--- src/rtl/ring_idx_pkg.sv ---
package ring_idx_pkg;

    localparam int REG_AW = 5;
    localparam int REG_DW = 32;
    localparam int MARK_W = 16;

    typedef enum logic [2:0] {
        RG_BASE = 3'd0,
        RG_SIZE = 3'd1,
        RG_PROD = 3'd2,
        RG_CONS = 3'd3,
        RG_MARK = 3'd4
    } reg_sel_e;

    function automatic logic [REG_DW-1:0] lane_merge(
        input logic [REG_DW-1:0]   old_v,
        input logic [REG_DW-1:0]   new_v,
        input logic [REG_DW/8-1:0] be
    );
        logic [REG_DW-1:0] res;
        res = old_v;
        for (int b = 0; b < REG_DW/8; b++) begin
            if (be[b]) res[b*8 +: 8] = new_v[b*8 +: 8];
        end
        return res;
    endfunction

endpackage

--- src/rtl/ring_idx_decode.sv ---
module ring_idx_decode
    import ring_idx_pkg::*;
#(
    parameter int IDX_W = 12
) (
    input  logic [REG_AW-1:0] addr,
    input  logic [31:0]       base_q,
    input  logic [IDX_W:0]    size_q,
    input  logic [IDX_W-1:0]  prod_q,
    input  logic [IDX_W-1:0]  cons_q,
    input  logic [MARK_W-1:0] lo_q,
    input  logic [MARK_W-1:0] hi_q,
    output reg_sel_e          sel,
    output logic              sel_ok,
    output logic [REG_DW-1:0] rdata
);

    localparam logic [2:0] LAST_WORD = 3'd4;

    logic [2:0] word;

    always_comb begin
        word   = addr[REG_AW-1:2];
        sel    = reg_sel_e'(word);
        sel_ok = (addr[1:0] == 2'b00) && (word <= LAST_WORD);
    end

    always_comb begin
        rdata = '0;
        if (sel_ok) begin
            case (sel)
                RG_BASE: rdata = base_q;
                RG_SIZE: rdata = REG_DW'(size_q);
                RG_PROD: rdata = REG_DW'(prod_q);
                RG_CONS: rdata = REG_DW'(cons_q);
                RG_MARK: rdata = {hi_q, lo_q};
                default: rdata = '0;
            endcase
        end
    end

endmodule

--- src/rtl/ring_idx_state.sv ---
module ring_idx_state
    import ring_idx_pkg::*;
#(
    parameter int IDX_W = 12
) (
    input  logic                clk,
    input  logic                rst_n,
    input  logic                wr_en,
    input  reg_sel_e            sel,
    input  logic                sel_ok,
    input  logic [REG_DW/8-1:0] be,
    input  logic [REG_DW-1:0]   wdata,
    input  logic                consume,
    output logic [31:0]         base_q,
    output logic [IDX_W:0]      size_q,
    output logic [IDX_W-1:0]    prod_q,
    output logic [IDX_W-1:0]    cons_q,
    output logic [MARK_W-1:0]   lo_q,
    output logic [MARK_W-1:0]   hi_q,
    output logic [IDX_W-1:0]    mask,
    output logic                en
);

    typedef struct packed {
        logic [31:0]       base;
        logic [IDX_W:0]    size;
        logic [IDX_W-1:0]  prod;
        logic [IDX_W-1:0]  cons;
        logic [MARK_W-1:0] lo;
        logic [MARK_W-1:0] hi;
    } ring_st_t;

    ring_st_t st_d, st_q;

    logic [IDX_W:0]    size_m1;
    logic              size_hit;
    logic [REG_DW-1:0] merged;

    always_comb begin
        en       = |st_q.size;
        size_m1  = st_q.size - 1'b1;
        mask     = en ? size_m1[IDX_W-1:0] : '0;
        size_hit = wr_en && sel_ok && (sel == RG_SIZE);
        merged   = '0;
        st_d     = st_q;

        if (consume && en && (st_q.cons != st_q.prod)) begin
            st_d.cons = (st_q.cons + 1'b1) & mask;
        end

        if (wr_en && sel_ok) begin
            case (sel)
                RG_BASE: begin
                    st_d.base = lane_merge(st_q.base, wdata, be);
                end
                RG_SIZE: begin
                    merged    = lane_merge(REG_DW'(st_q.size), wdata, be);
                    st_d.size = merged[IDX_W:0];
                    st_d.prod = '0;
                    st_d.cons = '0;
                    st_d.lo   = '0;
                    st_d.hi   = MARK_W'(merged[IDX_W:0]);
                end
                RG_PROD: begin
                    merged    = lane_merge(REG_DW'(st_q.prod), wdata, be);
                    st_d.prod = merged[IDX_W-1:0] & mask;
                end
                RG_MARK: begin
                    merged  = lane_merge({st_q.hi, st_q.lo}, wdata, be);
                    st_d.lo = merged[MARK_W-1:0];
                    st_d.hi = merged[REG_DW-1:MARK_W];
                end
                default: ;
            endcase
        end
    end

    always_ff @(posedge clk or negedge rst_n) begin
        if (!rst_n) st_q <= '0;
        else        st_q <= st_d;
    end

    assign base_q = st_q.base;
    assign size_q = st_q.size;
    assign prod_q = st_q.prod;
    assign cons_q = st_q.cons;
    assign lo_q   = st_q.lo;
    assign hi_q   = st_q.hi;

    AST_CONS_STEP: assert property (@(posedge clk) disable iff (!rst_n)
        (consume && en && (st_q.cons != st_q.prod) && !size_hit)
        |=> (st_q.cons == IDX_W'(($past(st_q.cons) + 1'b1) & $past(mask))));

    AST_EMPTY_HOLD: assert property (@(posedge clk) disable iff (!rst_n)
        ((st_q.cons == st_q.prod) && !size_hit) |=> $stable(st_q.cons));

    AST_CONS_HOST_RO: assert property (@(posedge clk) disable iff (!rst_n)
        (wr_en && sel_ok && (sel == RG_CONS) && !consume) |=> $stable(st_q.cons));

    AST_PROD_IN_RING: assert property (@(posedge clk) disable iff (!rst_n)
        ((st_q.prod & ~mask) == '0));

    AST_SIZE_INIT: assert property (@(posedge clk) disable iff (!rst_n)
        size_hit |=> ((st_q.prod == '0) && (st_q.cons == '0) && (st_q.lo == '0)
                      && (st_q.hi == MARK_W'(st_q.size))));

endmodule

--- src/rtl/ring_idx_calc.sv ---
module ring_idx_calc
    import ring_idx_pkg::*;
#(
    parameter int IDX_W = 12
) (
    input  logic              clk,
    input  logic              rst_n,
    input  logic              en,
    input  logic [IDX_W-1:0]  mask,
    input  logic [IDX_W-1:0]  prod_q,
    input  logic [IDX_W-1:0]  cons_q,
    input  logic [MARK_W-1:0] lo_q,
    input  logic [MARK_W-1:0] hi_q,
    output logic [IDX_W-1:0]  fill,
    output logic [IDX_W-1:0]  free,
    output logic              pending,
    output logic              wm_low,
    output logic              wm_high
);

    logic [MARK_W-1:0] fill_ext;

    always_comb begin
        fill     = (prod_q - cons_q) & mask;
        free     = (cons_q - 1'b1 - prod_q) & mask;
        pending  = en && (prod_q != cons_q);
        fill_ext = MARK_W'(fill);
        wm_low   = en && (fill_ext < lo_q);
        wm_high  = en && (fill_ext > hi_q);
    end

    AST_FILL_FREE_SUM: assert property (@(posedge clk) disable iff (!rst_n)
        en |-> (IDX_W'(fill + free) == mask));

    AST_IDLE_EMPTY: assert property (@(posedge clk) disable iff (!rst_n)
        !pending |-> (fill == '0));

    AST_OFF_QUIET: assert property (@(posedge clk) disable iff (!rst_n)
        !en |-> (!wm_low && !wm_high && (free == '0)));

endmodule

--- src/rtl/ring_idx_unit.sv ---
module ring_idx_unit
    import ring_idx_pkg::*;
#(
    parameter int IDX_W = 12
) (
    input  logic              clk,
    input  logic              rst_n,
    input  logic              reg_wr_en,
    input  logic [4:0]        reg_addr,
    input  logic [3:0]        reg_be,
    input  logic [31:0]       reg_wdata,
    output logic [31:0]       reg_rdata,
    input  logic              consume,
    output logic              ring_en,
    output logic [IDX_W-1:0]  cons_idx,
    output logic [IDX_W-1:0]  fill_cnt,
    output logic [IDX_W-1:0]  free_cnt,
    output logic              work_pending,
    output logic              wm_low,
    output logic              wm_high
);

    reg_sel_e          sel;
    logic              sel_ok;
    logic [31:0]       base_q;
    logic [IDX_W:0]    size_q;
    logic [IDX_W-1:0]  prod_q;
    logic [IDX_W-1:0]  cons_q;
    logic [MARK_W-1:0] lo_q;
    logic [MARK_W-1:0] hi_q;
    logic [IDX_W-1:0]  mask;
    logic              en;

    ring_idx_decode #(.IDX_W(IDX_W)) u_decode (
        .addr   (reg_addr),
        .base_q (base_q),
        .size_q (size_q),
        .prod_q (prod_q),
        .cons_q (cons_q),
        .lo_q   (lo_q),
        .hi_q   (hi_q),
        .sel    (sel),
        .sel_ok (sel_ok),
        .rdata  (reg_rdata)
    );

    ring_idx_state #(.IDX_W(IDX_W)) u_state (
        .clk     (clk),
        .rst_n   (rst_n),
        .wr_en   (reg_wr_en),
        .sel     (sel),
        .sel_ok  (sel_ok),
        .be      (reg_be),
        .wdata   (reg_wdata),
        .consume (consume),
        .base_q  (base_q),
        .size_q  (size_q),
        .prod_q  (prod_q),
        .cons_q  (cons_q),
        .lo_q    (lo_q),
        .hi_q    (hi_q),
        .mask    (mask),
        .en      (en)
    );

    ring_idx_calc #(.IDX_W(IDX_W)) u_calc (
        .clk     (clk),
        .rst_n   (rst_n),
        .en      (en),
        .mask    (mask),
        .prod_q  (prod_q),
        .cons_q  (cons_q),
        .lo_q    (lo_q),
        .hi_q    (hi_q),
        .fill    (fill_cnt),
        .free    (free_cnt),
        .pending (work_pending),
        .wm_low  (wm_low),
        .wm_high (wm_high)
    );

    assign ring_en  = en;
    assign cons_idx = cons_q;

endmodule

--- config.mk ---
export PLATFORM = sky130hd
export DESIGN_NAME = ring_idx_unit
export DESIGN_NICKNAME = d
export VERILOG_FILES = /design/src/rtl/ring_idx_pkg.sv /design/src/rtl/ring_idx_decode.sv /design/src/rtl/ring_idx_state.sv /design/src/rtl/ring_idx_calc.sv /design/src/rtl/ring_idx_unit.sv
export SDC_FILE = /design/constraint.sdc
export NUM_CORES = 1
export LEC_CHECK = 0
export ABC_AREA = 1
export BUFFER_PORTS_ARGS = -buffer_cell sky130_fd_sc_hd__buf_2
export CORE_MARGIN = 4
export CORE_UTILIZATION = 54
export CTS_BUF_LIST = sky130_fd_sc_hd__clkbuf_8
export DETAILED_ROUTE_END_ITERATION = 12
export PLACE_DENSITY_LB_ADDON = 0.12
export SYNTH_ARGS = -nofsm -noshare
export SYNTH_HDL_FRONTEND = slang
export SYNTH_HIERARCHICAL = 1
export SYNTH_SLANG_ARGS = --single-unit
--- constraint.sdc ---
create_clock -name clk -period 3.2 [get_ports clk]
set_input_delay 0.8 -clock clk [delete_from_list [all_inputs] [get_ports clk]]
set_output_delay 0.8 -clock clk [all_outputs]
set_load 0.005 [all_outputs]
== Yosys cells after proc, flatten, opt, wreduce, memory -nomap -nowiden ==
Index checks and enable logic that the tools add are counted.
Storage, ports and cells
  input bits: 45
  bits in registers: 101
Operators by class
  $add $sub $neg: 5
  order comparisons: 3
  multiplexer cells: 20
  reductions and logical operators: 22
  bitwise logic cells: 4
  eq/ne operators: 10
Operators with widths (number)
  $pmux W32 S5: 1
  $mux W8: 8
  $pmux W32 S2: 1
  $and A12 B12 Y12: 4
  $mux W44: 1
  $mux W12: 3
  $mux W32: 1
  $ne A12 B12 Y1: 2
  $pmux W12 S2: 1
  $reduce_and A3 Y1: 8
  $sub A12 B1 Y12 const B: 2
  $sub A12 B12 Y12: 2
  $gt A12 B16 Y1: 1
  $lt A12 B16 Y1: 1
  $reduce_or A13 Y1: 1
  $add A12 B1 Y12 const B: 1
  $mux W4: 3
  $ne A2 B2 Y1 const B: 4
  $logic_and A1 B1 Y1: 7
  $eq A3 B2 Y1 const B: 2
  $mux W5: 1
  $reduce_and A2 Y1: 2
  $reduce_bool A2 Y1: 2
  $eq A3 B1 Y1 const B: 1
  other kinds (4): 4

== Depth between registers and ports, before layout ==
  word-level depth: 6
  mapped depth: 20
  depth with buffers taken out: 19

== Cells and area by module ==
Netlist, hierarchy kept.
Modules (own cells, without submodules)
  ring_idx_state: seq. area each 2527.4 µm², area each 5298.8 µm², instances 1, cells an instance 617
  ring_idx_calc: seq. area each 0.0 µm², area each 1918.1 µm², instances 1, cells an instance 353
  ring_idx_decode: seq. area each 0.0 µm², area each 952.2 µm², instances 1, cells an instance 205

== Worst setup path before layout ==
No wires, ideal clock.
  path kind: flip-flop to output port
  from: reg u_state.st_q (netlist bit u_state/cons_q[0])
  to: out wm_high
  required time: 2.400 ns
  path buffers: 0
  cell stages (with the launch flop): 18
  setup slack: -0.108 ns
  data arrival time: 2.508 ns
  cell sequence: dfrtp_1 ha_1 fa_1 inv_1 nand2_1 nand2_1 nand2_1 nand3_1 o21ai_0 a21oi_1 ha_1 nand4_1 nor2_1 nand2_1 o21ai_0 inv_1 nand2_1 inv_1
Between the ends
  longest elaborated chain between the ends: 4
Ends and longest elaborated chain
  from (decl): RTL line ring_idx_state.sv:33  | ring_st_t st_d, st_q;
  from (signal assigned): RTL line ring_idx_state.sv:80  | else st_q <= st_d;
  $sub A12 B12 Y12: RTL line ring_idx_calc.sv:24  | fill = (prod_q - cons_q) & mask;
  $and A12 B12 Y12: RTL line ring_idx_calc.sv:24
  via fill_cnt[8]: RTL line ring_idx_unit.sv:16  | output logic [IDX_W-1:0] fill_cnt,
  $gt A12 B16 Y1: RTL line ring_idx_calc.sv:29  | wm_high = en && (fill_ext > hi_q);
  $logic_and A1 B1 Y1: RTL line ring_idx_calc.sv:29
  to (decl): RTL line ring_idx_unit.sv:20  | output logic wm_high
The timed path passes the listed nets, and every way through them passes these cells.

== Final worst setup path ==
  from: reg u_state.st_q (netlist bit u_state/prod_q[5])
  to: out wm_low
Between the ends
  longest elaborated chain between the ends: 4
Ends and longest elaborated chain
  $sub A12 B12 Y12: RTL line ring_idx_calc.sv:24
  $and A12 B12 Y12: RTL line ring_idx_calc.sv:24
  $lt A12 B16 Y1: RTL line ring_idx_calc.sv:28  | wm_low = en && (fill_ext < lo_q);
  $logic_and A1 B1 Y1: RTL line ring_idx_calc.sv:28
  to (decl): RTL line ring_idx_unit.sv:19  | output logic wm_low,
Every way passes these cells.

==> run metrics <==
status complete, but fails checks; failing checks negative setup slack; Antenna Violating Nets Remaining 0; GRT met1 Usage 52.1%; Gate Count Post-Synth around 1200; core area ~15000 sq um; starting DRC count in detailed routing roughly 1100; fraction of layout cells with a size suffix above 1 between 30 and 40%; Synth Area in Compound Gates approximately 15%; simple-gate area share of the yosys netlist between 20 and 30%; vias in the first global route roughly 8800; Clk Latency, worst-skew pair 0.39 ns; grt ovf 0; highest clock rate between 200 and 300 MHz; chip height ~130 um; Cell Area, Synth 8170 sq um; post-synthesis xor/xnor area fraction less than 1%; PortBufs about 120; largest family of logic cells by synthesized area simple AND/OR/NAND/NOR gates; post-synth cell types 44; fin crit share 116%; crit path cell chain inv_2 -> ha_4 -> buf_4 -> a21oi_4 -> o21ai_1 -> nand2_1 -> nand4_1 -> nand2_1 -> nor2_4 -> buf_4 -> ha_1 -> nand2_2 -> buf_4 -> nor3_1 -> a21oi_1 -> buf_2; Max Cap Violations 0; Initial Util a little under three fifths; Worst path slowest cell dfrtp_1; post-synthesis mux area share 4.27%; Hold Fails Final Rpt 0; CP Launch Type flip-flop; vias between 9000 and 10000; yosys warns 6; setup ws final -0.526 ns; placer's final routability congestion estimate around 1.0; critical path endpoint category output pin; Die ar. ~17000 sq um; M2 GR Usage 59.2%; TritonCTS clock tree yes; Die W around 130 um; hold buffers post-CTS 0; CP Buf/Inv Count 5; Hold WS around 0.33 ns; Worst path most repeated cell buf_4; RSZ-0062 raised after global routing true; Critical Path Max Stage Delay 0.41 ns; IR drop worst, VDD around 330 uV; P_leak between 5 and 6 nW; Num CTS Buffers 9; Nets between 1500 and 2000; syn nets between 1000 and 1500; CP top delay family buffers and inverters; Final Slew Violations 0; Worst Tran Pin Value 0.819 ns; Post-DP Area 9910 sq um; initial antenna violation count 1; ant diodes 0; vias per std cell 5.83; WP data required 2.40 ns; M3 GR Usage between 7 and 8%; share of the yosys chip area belonging to registers 30.9%; Period minus WS final approximately 3.7 ns; #FFs+latches synth a little over 100; Data arrival, critical path a little under 3 ns; Clock Path Buffers 2; post-DP HPWL 25100 um; Setup violations, final 4; CTS Sinks approximately 100; first-pass GRT wire length around 49000 um; syn avg cell area roughly 7.0 sq um; power per cell area between 600 and 700 nW/um^2; H-tree Lvls 3; Worst Hold Class in2async; pin count of the biggest net entering global routing 50; commonest non-fill, non-tap cell in the layout nand2_1; Remaining DRCs 0; Setup CP Type reg2out; row cnt 44; Ports approximately 120; Sum Neg Setup Slack -1.11 ns; routed wire length approximately 33000 um; clk slew on worst S/H paths 0.11 ns; crit path max fanout 3; leading cell types in the layout, fill and taps excluded nand2_1, inv_1, buf_4; design area between 10000 and 15000 sq um; adder-cell share of the synthesized area 7.44%; Top Usage Layer GRT met2; Pre-antenna DRT Iters 6; area delta synth->final 35.2%; clk root buf clkbuf_8; wire per inst roughly 20 um; clock skew ~0.017 ns; Slew headroom about 45%; Total GRT Usage roughly 38%
## what timing repair did
item	CTS	global route
pin swaps	33	40
hold endpoints to repair	0	0
gates resized for setup	77	97
endpoints found under the setup margin	7	10
buffers inserted	18	15
## cell type report
type / instances / area, sq um
Clock buffer: 9 / 124
Clock inverter: 7 / 67.6
Fill cell: 1119 / 3660
Inverter: 197 / 744
Multi-Input combinational cell: 837 / 5330
Sequential cell: 101 / 2530
Tap cell: 184 / 230
Timing Repair Buffer: 294 / 2010
## where the power goes
| group | switching, W | total (W) | internal (W) | leakage (nW) |
|---|---|---|---|---|
| Clock | 0.000504 | 0.000806 | 0.000301 | 0.0924 |
| Combinational | 0.00275 | 0.00495 | 0.00220 | 4.33 |
| Sequential | 0.000266 | 0.00181 | 0.00154 | 1.25 |
| Total | 0.00352 | 0.00756 | 0.00404 | 5.66 |
## cell usage after synthesis (all sizes together)
library cell  count  area share, %
nand2           253             12
inv             197            9.1
nor2            137            7.2
nand3           103            6.4
dfrtp           101             31
o21ai            99            6.2
a21oi            66            4.5
ha               47            7.2
buf              32            2.4
mux2             31            4.3
nand4            26            2.0
o21a             22            2.0
nor3             14            1.4
o22ai            13            1.0
clkbuf            8           0.37
xnor2             5           0.54
xor2              4           0.43
a21boi            3           0.28
o31ai             3           0.28
o32ai             3           0.32
o21bai            2           0.18
a31oi             1          0.077
and2              1          0.077
fa                1           0.25
nand3b            1          0.092
o211ai            1          0.092
or2               1          0.077
## routing by layer
layer | part of all wire, % | vias to the layer above | wire (um)
met5 | 0.039 | - | 13
met4 | 4.0 | 2 | 1320
met3 | 10 | 101 | 3370
met2 | 45 | 591 | 15000
met1 | 40 | 4455 | 13300
li1 | - | 4351 | -
## path summary, 6_finish.rpt
path                                          from                 end  slack (ns)  depth (start not counted)
worst min-delay path                         rst_n   u_state/size_q[9]        0.33                          1
max in group asynchronous                    rst_n   u_state/cons_q[0]        2.14                          2
worst max-delay path             u_state/prod_q[5]              wm_low       -0.53                         16
worst max register to register   u_state/cons_q[3]   u_state/cons_q[3]        0.90                         12
min in group clk                u_state/base_q[19]  u_state/base_q[19]        0.52                          1
worst min register to register  u_state/base_q[19]  u_state/base_q[19]        0.52                          1
## per-stage QoR
| stage | utilization (%) | cells | power (W) | worst slack [ns] |
|---|---|---|---|---|
| 3_5_place_dp | 67.4 | 1583 | 0.00566 | -0.285 |
| 3_3_place_gp | 67.4 | 1583 | 0.00562 | -0.259 |
| 2_1_floorplan | - | 1175 | 0.00381 | 0.00503 |
| 4_1_cts | 71.9 | 1615 | 0.00684 | -0.468 |
| 6_report | 75.1 | 1629 | 0.00756 | -0.526 |
| 5_1_grt | 75.1 | 1629 | 0.00804 | -0.669 |
## kinds of logic after synthesis
| group | count (synthesis) |
|---|---|
| xor gates and xnor gates | 9 |
| AOI/OAI and AO/OA | 213 |
| buffers and inverters | 237 |
| and+or+nand+nor | 536 |
| DFF | 101 |
| muxes | 31 |
| adders and majority gates | 48 |
## worst reg2reg max path, stage by stage, from the launching register on
cell	delay [ns]
dfrtp_1	0.44
buf_6	0.14
buf_4	0.12
buf_4	0.16
xnor2_1	0.14
nand2_1	0.07
nor2_1	0.21
nand3_2	0.28
nand2_4	0.29
inv_2	0.15
nand2_1	0.09
nand2_1	0.05
nor2_1	0.11
## sequential cells by signal, indices dropped and copies added, names as in the netlist
| name | flops |
|---|---|
| u_state/base_q | 32 |
| u_state/cons_q | 12 |
| u_state/hi_q | 16 |
| u_state/lo_q | 16 |
| u_state/prod_q | 12 |
| u_state/size_q | 13 |
Note: power is estimated with default switching activity, not from simulation.
